--- src/rtl/rxbd_pkg.sv ---
package rxbd_pkg;

   // status field bit positions inside the descriptor word
   localparam int ST_EMPTY  = 0;
   localparam int ST_LAST   = 1;
   localparam int ST_NOTIFY = 2;
   localparam int ST_LOOP   = 3;
   localparam int ST_OVR    = 4;

   localparam int STAT_W = 16;
   localparam int CNT_W  = 16;

   typedef enum logic [2:0] {
      S_FETCH,
      S_WAIT,
      S_LOAD,
      S_READY,
      S_CLOSE
   } ctl_state_t;

endpackage

--- src/rtl/rxbd_ring.sv ---
module rxbd_ring #(
   parameter int DA_W     = 8,
   parameter int MAX_DESC = 16
) (
   input  logic            clk,
   input  logic            rst_n,
   input  logic [DA_W-1:0] base,
   input  logic            advance,
   input  logic            last,
   output logic [DA_W-1:0] slot_addr
);
   localparam int IDX_W = (MAX_DESC > 1) ? $clog2(MAX_DESC) : 1;
   localparam logic [IDX_W-1:0] IDX_TOP = IDX_W'(MAX_DESC - 1);

   logic [IDX_W-1:0] idx;

   generate
      if (MAX_DESC < 1) begin : g_bad_depth
         $error("rxbd_ring: MAX_DESC must be at least 1");
      end
      if (IDX_W > DA_W) begin : g_bad_width
         $error("rxbd_ring: ring index wider than descriptor address");
      end
   endgenerate

   always_ff @(posedge clk) begin
      if (!rst_n) begin
         idx <= '0;
      end else if (advance) begin
         if (last || idx == IDX_TOP) idx <= '0;
         else                       idx <= idx + 1'b1;
      end
   end

   assign slot_addr = base + DA_W'(idx);

   assert_wrap_R8: assert property (@(posedge clk) disable iff (!rst_n)
      (advance && last) |=> (slot_addr == base));

endmodule

--- src/rtl/rxbd_fill.sv ---
module rxbd_fill #(
   parameter int AW    = 12,
   parameter int CNT_W = 16
) (
   input  logic             clk,
   input  logic             rst_n,
   input  logic             load,
   input  logic [AW-1:0]    ptr_in,
   input  logic             take,
   input  logic [7:0]       din,
   input  logic             err,
   input  logic [CNT_W-1:0] max_len,
   output logic [AW-1:0]    buf_ptr,
   output logic [CNT_W-1:0] count,
   output logic             ovr,
   output logic             full_hit,
   output logic             mem_we,
   output logic [AW-1:0]    mem_addr,
   output logic [7:0]       mem_wdata
);
   logic [CNT_W-1:0] count_inc;
   logic [AW-1:0]    off;

   assign count_inc = count + 1'b1;
   // max_len of 0 behaves as 1 so a buffer can never run away
   assign full_hit  = (count_inc >= max_len);

   generate
      if (AW <= CNT_W) begin : g_off_narrow
         assign off = count[AW-1:0];
      end else begin : g_off_wide
         assign off = {{(AW-CNT_W){1'b0}}, count};
      end
   endgenerate

   always_ff @(posedge clk) begin
      if (!rst_n) begin
         buf_ptr   <= '0;
         count     <= '0;
         ovr       <= 1'b0;
         mem_we    <= 1'b0;
         mem_addr  <= '0;
         mem_wdata <= '0;
      end else begin
         mem_we <= take;
         if (load) begin
            buf_ptr <= ptr_in;
            count   <= '0;
            ovr     <= 1'b0;
         end else if (take) begin
            mem_addr  <= buf_ptr + off;
            mem_wdata <= din;
            count     <= count_inc;
            ovr       <= ovr | err;
         end
      end
   end

   logic [AW-1:0] win_off;
   assign win_off = mem_addr - buf_ptr;

   assert_addr_window_R2: assert property (@(posedge clk) disable iff (!rst_n)
      (mem_we && max_len != '0) |->
         ({{CNT_W{1'b0}}, win_off} < {{AW{1'b0}}, max_len}));

endmodule

--- src/rtl/rxbd_status.sv ---
module rxbd_status
   import rxbd_pkg::*;
#(
   parameter int AW = 12
) (
   input  logic                      clk,
   input  logic                      rst_n,
   input  logic                      close_go,
   input  logic                      busy_go,
   input  logic [STAT_W-1:0]         cur_stat,
   input  logic [AW-1:0]             buf_ptr,
   input  logic [CNT_W-1:0]          count,
   input  logic                      ovr,
   input  logic [1:0]                irq_mask,
   output logic                      desc_wr,
   output logic [STAT_W+CNT_W+AW-1:0] desc_wdata,
   output logic                      evt_rx,
   output logic                      evt_busy,
   output logic                      irq
);
   logic [STAT_W-1:0] wb_stat;
   logic              rx_hit;

   always_comb begin
      wb_stat           = cur_stat;
      wb_stat[ST_OVR]   = ovr;
      wb_stat[ST_EMPTY] = cur_stat[ST_LOOP] & ~ovr;
   end

   assign rx_hit = close_go & cur_stat[ST_NOTIFY];

   always_ff @(posedge clk) begin
      if (!rst_n) begin
         desc_wr    <= 1'b0;
         desc_wdata <= '0;
         evt_rx     <= 1'b0;
         evt_busy   <= 1'b0;
         irq        <= 1'b0;
      end else begin
         desc_wr  <= close_go;
         evt_rx   <= rx_hit;
         evt_busy <= busy_go;
         irq      <= (rx_hit & irq_mask[0]) | (busy_go & irq_mask[1]);
         if (close_go) desc_wdata <= {buf_ptr, count, wb_stat};
      end
   end

   assert_count_nonzero_R4: assert property (@(posedge clk) disable iff (!rst_n)
      desc_wr |-> (desc_wdata[STAT_W +: CNT_W] != '0));

   assert_rx_pulse_R9: assert property (@(posedge clk) disable iff (!rst_n)
      evt_rx |=> !evt_rx);

   assert_irq_cause_R9: assert property (@(posedge clk) disable iff (!rst_n)
      irq |-> (evt_rx || evt_busy));

   assert_ovr_release_R7: assert property (@(posedge clk) disable iff (!rst_n)
      (desc_wr && desc_wdata[ST_OVR]) |-> !desc_wdata[ST_EMPTY]);

endmodule

--- src/rtl/rxbd_ring_ctrl.sv ---
module rxbd_ring_ctrl
   import rxbd_pkg::*;
#(
   parameter int AW       = 12,
   parameter int DA_W     = 8,
   parameter int MAX_DESC = 16
) (
   input  logic                          clk,
   input  logic                          rst_n,
   input  logic [DA_W-1:0]               ring_base,
   input  logic [CNT_W-1:0]              max_len,
   input  logic [1:0]                    irq_mask,
   input  logic                          rx_valid,
   input  logic [7:0]                    rx_byte,
   input  logic                          rx_last,
   input  logic                          rx_ovr,
   output logic                          mem_we,
   output logic [AW-1:0]                 mem_addr,
   output logic [7:0]                    mem_wdata,
   output logic                          desc_rd,
   output logic                          desc_wr,
   output logic [DA_W-1:0]               desc_addr,
   output logic [STAT_W+CNT_W+AW-1:0]    desc_wdata,
   input  logic [STAT_W+CNT_W+AW-1:0]    desc_rdata,
   output logic                          evt_rx,
   output logic                          evt_busy,
   output logic                          irq
);
   localparam int PTR_LSB = STAT_W + CNT_W;

   generate
      if (AW < 4) begin : g_bad_aw
         $error("rxbd_ring_ctrl: AW must be at least 4");
      end
      if (DA_W < 1) begin : g_bad_da
         $error("rxbd_ring_ctrl: DA_W must be at least 1");
      end
   endgenerate

   ctl_state_t        state;
   logic [STAT_W-1:0] cur_stat;
   logic [DA_W-1:0]   slot_addr;
   logic [AW-1:0]     buf_ptr;
   logic [CNT_W-1:0]  count;
   logic              ovr;
   logic              full_hit;
   logic              take, busy_go, close_go, load;
   logic              unused_rd_cnt;

   assign unused_rd_cnt = ^desc_rdata[STAT_W +: CNT_W];

   assign load     = (state == S_LOAD);
   assign take     = (state == S_READY) && rx_valid && cur_stat[ST_EMPTY];
   assign busy_go  = (state == S_READY) && rx_valid && !cur_stat[ST_EMPTY];
   assign close_go = (state == S_CLOSE);

   always_ff @(posedge clk) begin
      if (!rst_n) begin
         state     <= S_FETCH;
         desc_rd   <= 1'b0;
         desc_addr <= '0;
         cur_stat  <= '0;
      end else begin
         desc_rd <= 1'b0;
         case (state)
            S_FETCH: begin
               desc_rd   <= 1'b1;
               desc_addr <= slot_addr;
               state     <= S_WAIT;
            end
            S_WAIT:  state <= S_LOAD;
            S_LOAD: begin
               cur_stat <= desc_rdata[STAT_W-1:0];
               state    <= S_READY;
            end
            S_READY: begin
               if (busy_go)                            state <= S_FETCH;
               else if (take && (rx_last || full_hit)) state <= S_CLOSE;
            end
            S_CLOSE: state <= S_FETCH;
            default: state <= S_FETCH;
         endcase
      end
   end

   rxbd_ring #(
      .DA_W     (DA_W),
      .MAX_DESC (MAX_DESC)
   ) u_ring (
      .clk       (clk),
      .rst_n     (rst_n),
      .base      (ring_base),
      .advance   (close_go),
      .last      (cur_stat[ST_LAST]),
      .slot_addr (slot_addr)
   );

   rxbd_fill #(
      .AW    (AW),
      .CNT_W (CNT_W)
   ) u_fill (
      .clk       (clk),
      .rst_n     (rst_n),
      .load      (load),
      .ptr_in    (desc_rdata[PTR_LSB +: AW]),
      .take      (take),
      .din       (rx_byte),
      .err       (rx_ovr),
      .max_len   (max_len),
      .buf_ptr   (buf_ptr),
      .count     (count),
      .ovr       (ovr),
      .full_hit  (full_hit),
      .mem_we    (mem_we),
      .mem_addr  (mem_addr),
      .mem_wdata (mem_wdata)
   );

   rxbd_status #(
      .AW (AW)
   ) u_status (
      .clk        (clk),
      .rst_n      (rst_n),
      .close_go   (close_go),
      .busy_go    (busy_go),
      .cur_stat   (cur_stat),
      .buf_ptr    (buf_ptr),
      .count      (count),
      .ovr        (ovr),
      .irq_mask   (irq_mask),
      .desc_wr    (desc_wr),
      .desc_wdata (desc_wdata),
      .evt_rx     (evt_rx),
      .evt_busy   (evt_busy),
      .irq        (irq)
   );

   assert_busy_drop_R10: assert property (@(posedge clk) disable iff (!rst_n)
      busy_go |=> (!mem_we && evt_busy && state == S_FETCH));

   assert_rw_excl_R5: assert property (@(posedge clk) disable iff (!rst_n)
      !(desc_rd && desc_wr));

   assert_even_ptr_R2: assert property (@(posedge clk) disable iff (!rst_n)
      (load && desc_rdata[ST_EMPTY]) |-> !desc_rdata[PTR_LSB]);

endmodule

--- config.mk ---
export PLATFORM = sky130hd
export DESIGN_NAME = rxbd_ring_ctrl
export DESIGN_NICKNAME = d
export VERILOG_FILES = /design/src/rtl/rxbd_pkg.sv /design/src/rtl/rxbd_ring.sv /design/src/rtl/rxbd_fill.sv /design/src/rtl/rxbd_status.sv /design/src/rtl/rxbd_ring_ctrl.sv
export SDC_FILE = /design/constraint.sdc
export NUM_CORES = 1
export LEC_CHECK = 0
export ABC_AREA = 1
export BUFFER_PORTS_ARGS = -buffer_cell sky130_fd_sc_hd__buf_4
export CORE_MARGIN = 1
export CORE_UTILIZATION = 40
export DETAILED_ROUTE_END_ITERATION = 8
export SYNTH_ARGS = -nofsm -noshare
export SYNTH_HDL_FRONTEND = slang
export SYNTH_SLANG_ARGS = --single-unit
--- constraint.sdc ---
create_clock -name clk -period 4.35 [get_ports clk]
set_input_delay 0.435 -clock clk [delete_from_list [all_inputs] [get_ports clk]]
set_output_delay 0.435 -clock clk [all_outputs]
set_load 0.02 [all_outputs]
# == Yosys cells after proc, flatten, opt, wreduce, memory -nomap -nowiden ==
# Index checks and enable logic that the tools add are counted.
# totals
reg_bits,130
input_bits,83
out_inout_bits,78
elab_cells,51
# classes
n_addsub,4
n_lt_le_gt_ge,1
eq_ne,6
n_mux,5
bitwise,9
reduce_logical,10
# op_table
cell,count
$add A16 B1 Y16 const B,1
$ge A16 B16 Y1,1
$add A12 B12 Y12,1
$pmux W3 S4,1
$add A8 B4 Y8,1
$eq A3 B2 Y1 const B,2
$mux W3,2
$add A4 B1 Y4 const B,1
$and A1 B1 Y1,4
$eq A4 B4 Y1 const B,1
$logic_and A1 B1 Y1,4
$mux W4,1
$eq A3 B1 Y1 const B,1
$eq A3 B3 Y1 const B,1
$logic_not A3 Y1,1
$ne A3 B1 Y1 const B,1
$not A1 Y1,3
$logic_or A1 B1 Y1,2
$or A1 B1 Y1,2
$reduce_and A2 Y1,1
$reduce_or A2 Y1,1
$logic_not A1 Y1,1
$mux W1,1

# == Logic depth before layout (Yosys ltp) ==
# depth
ltp_word,7
ltp_mapped,17
mapped_depth_nobuf,17

# == Hierarchy ==
# From an unflattened synthesis, not the netlist that was laid out.
# hier_totals
cells_unflattened,875
area_unflattened_um2,6284.8
# by_module_without_submodules
mod,instances,cells_per_inst,area_each_um2,seq_area_each_um2
rxbd_fill,1,476,3171.8,1001.0
rxbd_status,1,199,1601.5,960.9
rxbd_ring_ctrl,1,131,1063.5,560.5
rxbd_ring,1,69,447.9,80.1

# == Least setup slack after synthesis ==
# No wires, ideal clock.
# synth_timing
kind,register to register
from,reg u_fill.count[0]
to,reg state[1]
setup_time_ns,0.132
arrival_ns,2.045
t_required_ns,4.218
slack_ns,2.173
path_stages_with_launch,16
path_buffers,0
period_less_slack_ns,2.177
path_cell_list,dfxtp_1 > ha_1 > nand3_1 > inv_1 > nand3_1 > nor2_1 > xor2_1 > inv_1 > ha_1 > nand2_1 > nor3_1 > nand2_1 > nand2_1 > nand2_1 > nand2_1 > a21oi_1
# synth_between
elab_chain_len,5
# synth_lines
item,line,text
"start, declared",rxbd_fill.sv:14,"output logic [CNT_W-1:0] count,"
"start signal, assigned",rxbd_fill.sv:53,count <= count_inc;
$add A16 B1 Y16,rxbd_fill.sv:24,assign count_inc = count + 1'b1;
net u_fill.count_inc[14],rxbd_fill.sv:21,logic [CNT_W-1:0] count_inc;
$ge A16 B16 Y1,rxbd_fill.sv:26,assign full_hit = (count_inc >= max_len);
$logic_or A1 B1 Y1,rxbd_ring_ctrl.sv:78,else if (take && (rx_last || full_hit)) state <= S_CLOSE;
$logic_and A1 B1 Y1,rxbd_ring_ctrl.sv:78,
$ne A3 B1 Y1 (no source line),-,
"end signal, assigned",rxbd_ring_ctrl.sv:77,if (busy_go) state <= S_FETCH;
"end signal, assigned",rxbd_ring_ctrl.sv:78,
"end signal, assigned",rxbd_ring_ctrl.sv:80,S_CLOSE: state <= S_FETCH;
"end, declared",rxbd_ring_ctrl.sv:40,ctl_state_t state;
# The timed path passes the listed nets, and every way through them passes these cells.
# A chain may end at the register's enable or synchronous reset.

# == Final worst setup path ==
# layout_timing
from,reg u_fill.count[0]
to,reg state[0]
# Same word-level chain as after synthesis.

==> flow_summary.ini <==
[status]
status = completed

[timing]
tns_ns = 0
slew_headroom_pct = 47.6
final-hold-violation-count = 0
max_freq_ghz = 0.385
slew_violations = 0
period_needed_ns = 2.59
grt_setup_unrepaired = no
finalSetupViolCount = 0
tightest_slew_ns = 0.784
finalCritPeriodShare_pct = 59.7
finalClockSkew_ns = 0.00842

[detailed_routing]
wl_met3_um = 951
dr.first_iter.drc_count = 318
vias_per_cell = 4.76
ant_nets = 0
vias = 5414
highest_layer = met4
post_drt_wl_per_cell_um = 13.5
met1_length_um = 7430
postRouteWirelength_um = 15300
drc = 0
routed-wl-met2_um = 6690
first_pass_iters = 4

[clocking]
cts_hold_buf = 0
clk_pin_slew_ns = 0.06
clk_latency_ns = 0.42
clock_path_buffers = 2
cts_buffers = 17
cts_max_level = 4
cts_setup_buffers = 0
cts-resized-gates = 0
cts.sinks = 129
cts_tree = done
root_buffer = clkbuf_16

[placement]
routabilityCongestion = 0.832
port_buffers = 143
dpl_cell_area_um2 = 7170
placed_cells = 1105
hpwl_um = 10700

[finish]
layout_commonest_cell = nor2_1
fin_util_pct = 53.7
instances_no_fill = 1137
syn2layout_area_growth_pct = 30.8
drive_above_1_share_pct = 20.5
diodes = 0
fin_nets = 1058
finalInstanceArea_um2 = 7800
layout_common_cells = 174 x nor2_1, 148 x buf_4, 129 x dfxtp_1

[setup_path]
path_common_cell = nand2_1
cp-startpoint = u_fill.count[0]$_SDFFE_PP0P_
cp_data_required_time_ns = 4.65
cp_slowest_cell = dfxtp_1
critical-path-top-delay-family = simple AND/OR/NAND/NOR gates
critPathArrivalTime_ns = 2.89
crit_fanout = 5
slowest_delay_ns = 0.43
end_kind = flop
path_buf_inv = 2
crit_chain = ha_1 > nand3_1 > inv_1 > nand3_1 > nor2_1 > xor2_1 > inv_1 > ha_1 > nand2_1 > nor3_1 > nand2_1 > nand2_1 > nand2_1 > nand2_1 > a21oi_1
worstRegToRegCells = 15
cp.depth = 15
cp-start-kind = flop
regToRegStartpoint = u_fill.count[0]$_SDFFE_PP0P_
regToRegSetupSlack_ns = 1.76
crit_type = reg -> reg

[floorplan]
initial_core_util_pct = 41.1
fp.dieArea_um2 = 15400
io_pins = 161
design.core.area_um2 = 14500
rows = 44
die_width_um = 124
die_h_um = 124

[min_path]
hold-path-cell-count = 2
hold_class = in -> reg
hold_start = irq_mask[0]

[power_and_ir_drop]
pwr-share-comb_pct = 7.4
pwr_density_cell_nw_per_um2 = 383
leakagePower_nw = 3.91
swShare_pct = 22.8
pwr-share-clk_pct = 51.1
power_w = 0.00299
internal_power_w = 0.00230
peakVddDrop_mv = 0.274
switching_power_w = 0.000682
sequentialPowerShare_pct = 41.5

[synth]
synth_top_area_share_pct = 43.3
synth.avg_cell_area_um2 = 7.40
postSynthNetCount = 924
syn_inst = 806
ys_ff_latch = 129
ys_seq_area_share_pct = 43.3
ys_types = 35
ys.warnings.count = 0
synth_area_um2 = 5970
yosys.area.top_type = dfxtp_1
synth_area_leaders = dfxtp_1 43%, nor2_1 11%, o21ai_0 8.9%

[flow_run]
maxCapViolations = 0

[global_routing]
grt_usage_pct = 20.8
grt_overflow_total = 0
grt_pass1_wl_um = 24300
antenna_found_initial = 0
first_global_vias = 4870
grt_max_degree = 85
## cell usage after synthesis
cell and number:
nor2_1 174, dfxtp_1 129, o21ai_0 106, inv_1 93, nand2_1 75, a21oi_1 60
ha_1 33, nand3_1 21, xor2_1 19, clkbuf_1 18, buf_2 13, nand4_1 9
nor3_1 8, o21ai_1 8, inv_2 6, xnor2_1 5, nand3b_1 3, o211ai_1 3
a211oi_1 2, a21oi_2 2, fa_1 2, nor2_2 2, nor2_4 2, o21bai_1 2
a21o_1 1, a22o_1 1, a31o_2 1, a31oi_1 1, buf_1 1, clkbuf_2 1
clkinv_1 1, nand2_2 1, nand3_2 1, nor3_4 1, nor4_1 1
## state kept, by name, indices dropped and copies added (netlist names)
name,count
u_fill.buf_ptr,12
state,3
u_status.irq,1
u_ring.idx,4
desc_rd,1
u_status.evt_busy,1
u_fill.mem_addr,12
u_fill.mem_wdata,8
u_status.evt_rx,1
u_fill.ovr,1
desc_addr,8
u_status.desc_wr,1
cur_stat,15
u_fill.mem_we,1
u_fill.count,16
u_status.desc_wdata,44
## kinds of logic after synthesis
group	after synthesis	share of synthesized area, %
buf+inv	133	8.66
compound gates	187	16.3
fa+ha+maj	35	7.59
flops	129	43.3
simple gates	298	20.7
xor+xnor	24	3.52
## per-layer routing
layer | track usage, % | up-vias
met5 | 0 | -
met4 | 8.33 | 0
met3 | 5.49 | 18
met2 | 30.9 | 121
met1 | 28.5 | 2401
li1 | - | 2874
## area by class of cell
class / count / area [um^2]
timing repair buffer: 148 / 1110
multi-input combinational: 544 / 2870
tap: 184 / 230
sequential: 129 / 2580
clock inverter: 12 / 180
inverter: 100 / 375
clock buffer: 20 / 457
fill: 1434 / 6730
## worst reg2reg max path, stage by stage, from the launching register on
cell and delay (ns):
dfxtp_1 0.43, ha_1 0.23, nand3_1 0.17, inv_1 0.14, nand3_1 0.11, nor2_1 0.16
xor2_1 0.20, inv_1 0.06, ha_1 0.27, nand2_1 0.09, nor3_1 0.21, nand2_1 0.07
nand2_1 0.06, nand2_1 0.11, nand2_1 0.11, a21oi_1 0.06
## path summary, 6_finish.rpt
path,to
worst min register to register,u_status.desc_wdata[3]$_SDFFE_PN0P_
worst max register to register,state[0]$_SDFFE_PN0P_
worst max-delay path,state[0]$_SDFFE_PN0P_
worst min-delay path,u_status.irq$_SDFF_PN0_
## through the flow
stage | hold slack (ns) | setup slack (ns)
floorplan | 0.437 | 2.17
global placement | 0.455 | 1.77
detailed placement | 0.457 | 1.74
CTS | 0.210 | 1.72
global route | 0.212 | 1.50
finish | 0.224 | 1.76
## power by group through the flow
stage                     registers (W)  logic [W]  clock network [W]
after global placement          0.00127   0.000223                  0
after global routing            0.00125   0.000251            0.00161
final                           0.00124   0.000221            0.00153
after floorplan                 0.00127   0.000114                  0
after CTS                       0.00124   0.000224            0.00156
after detailed placement        0.00127   0.000223                  0
Note: power is estimated with default switching activity, not from simulation.
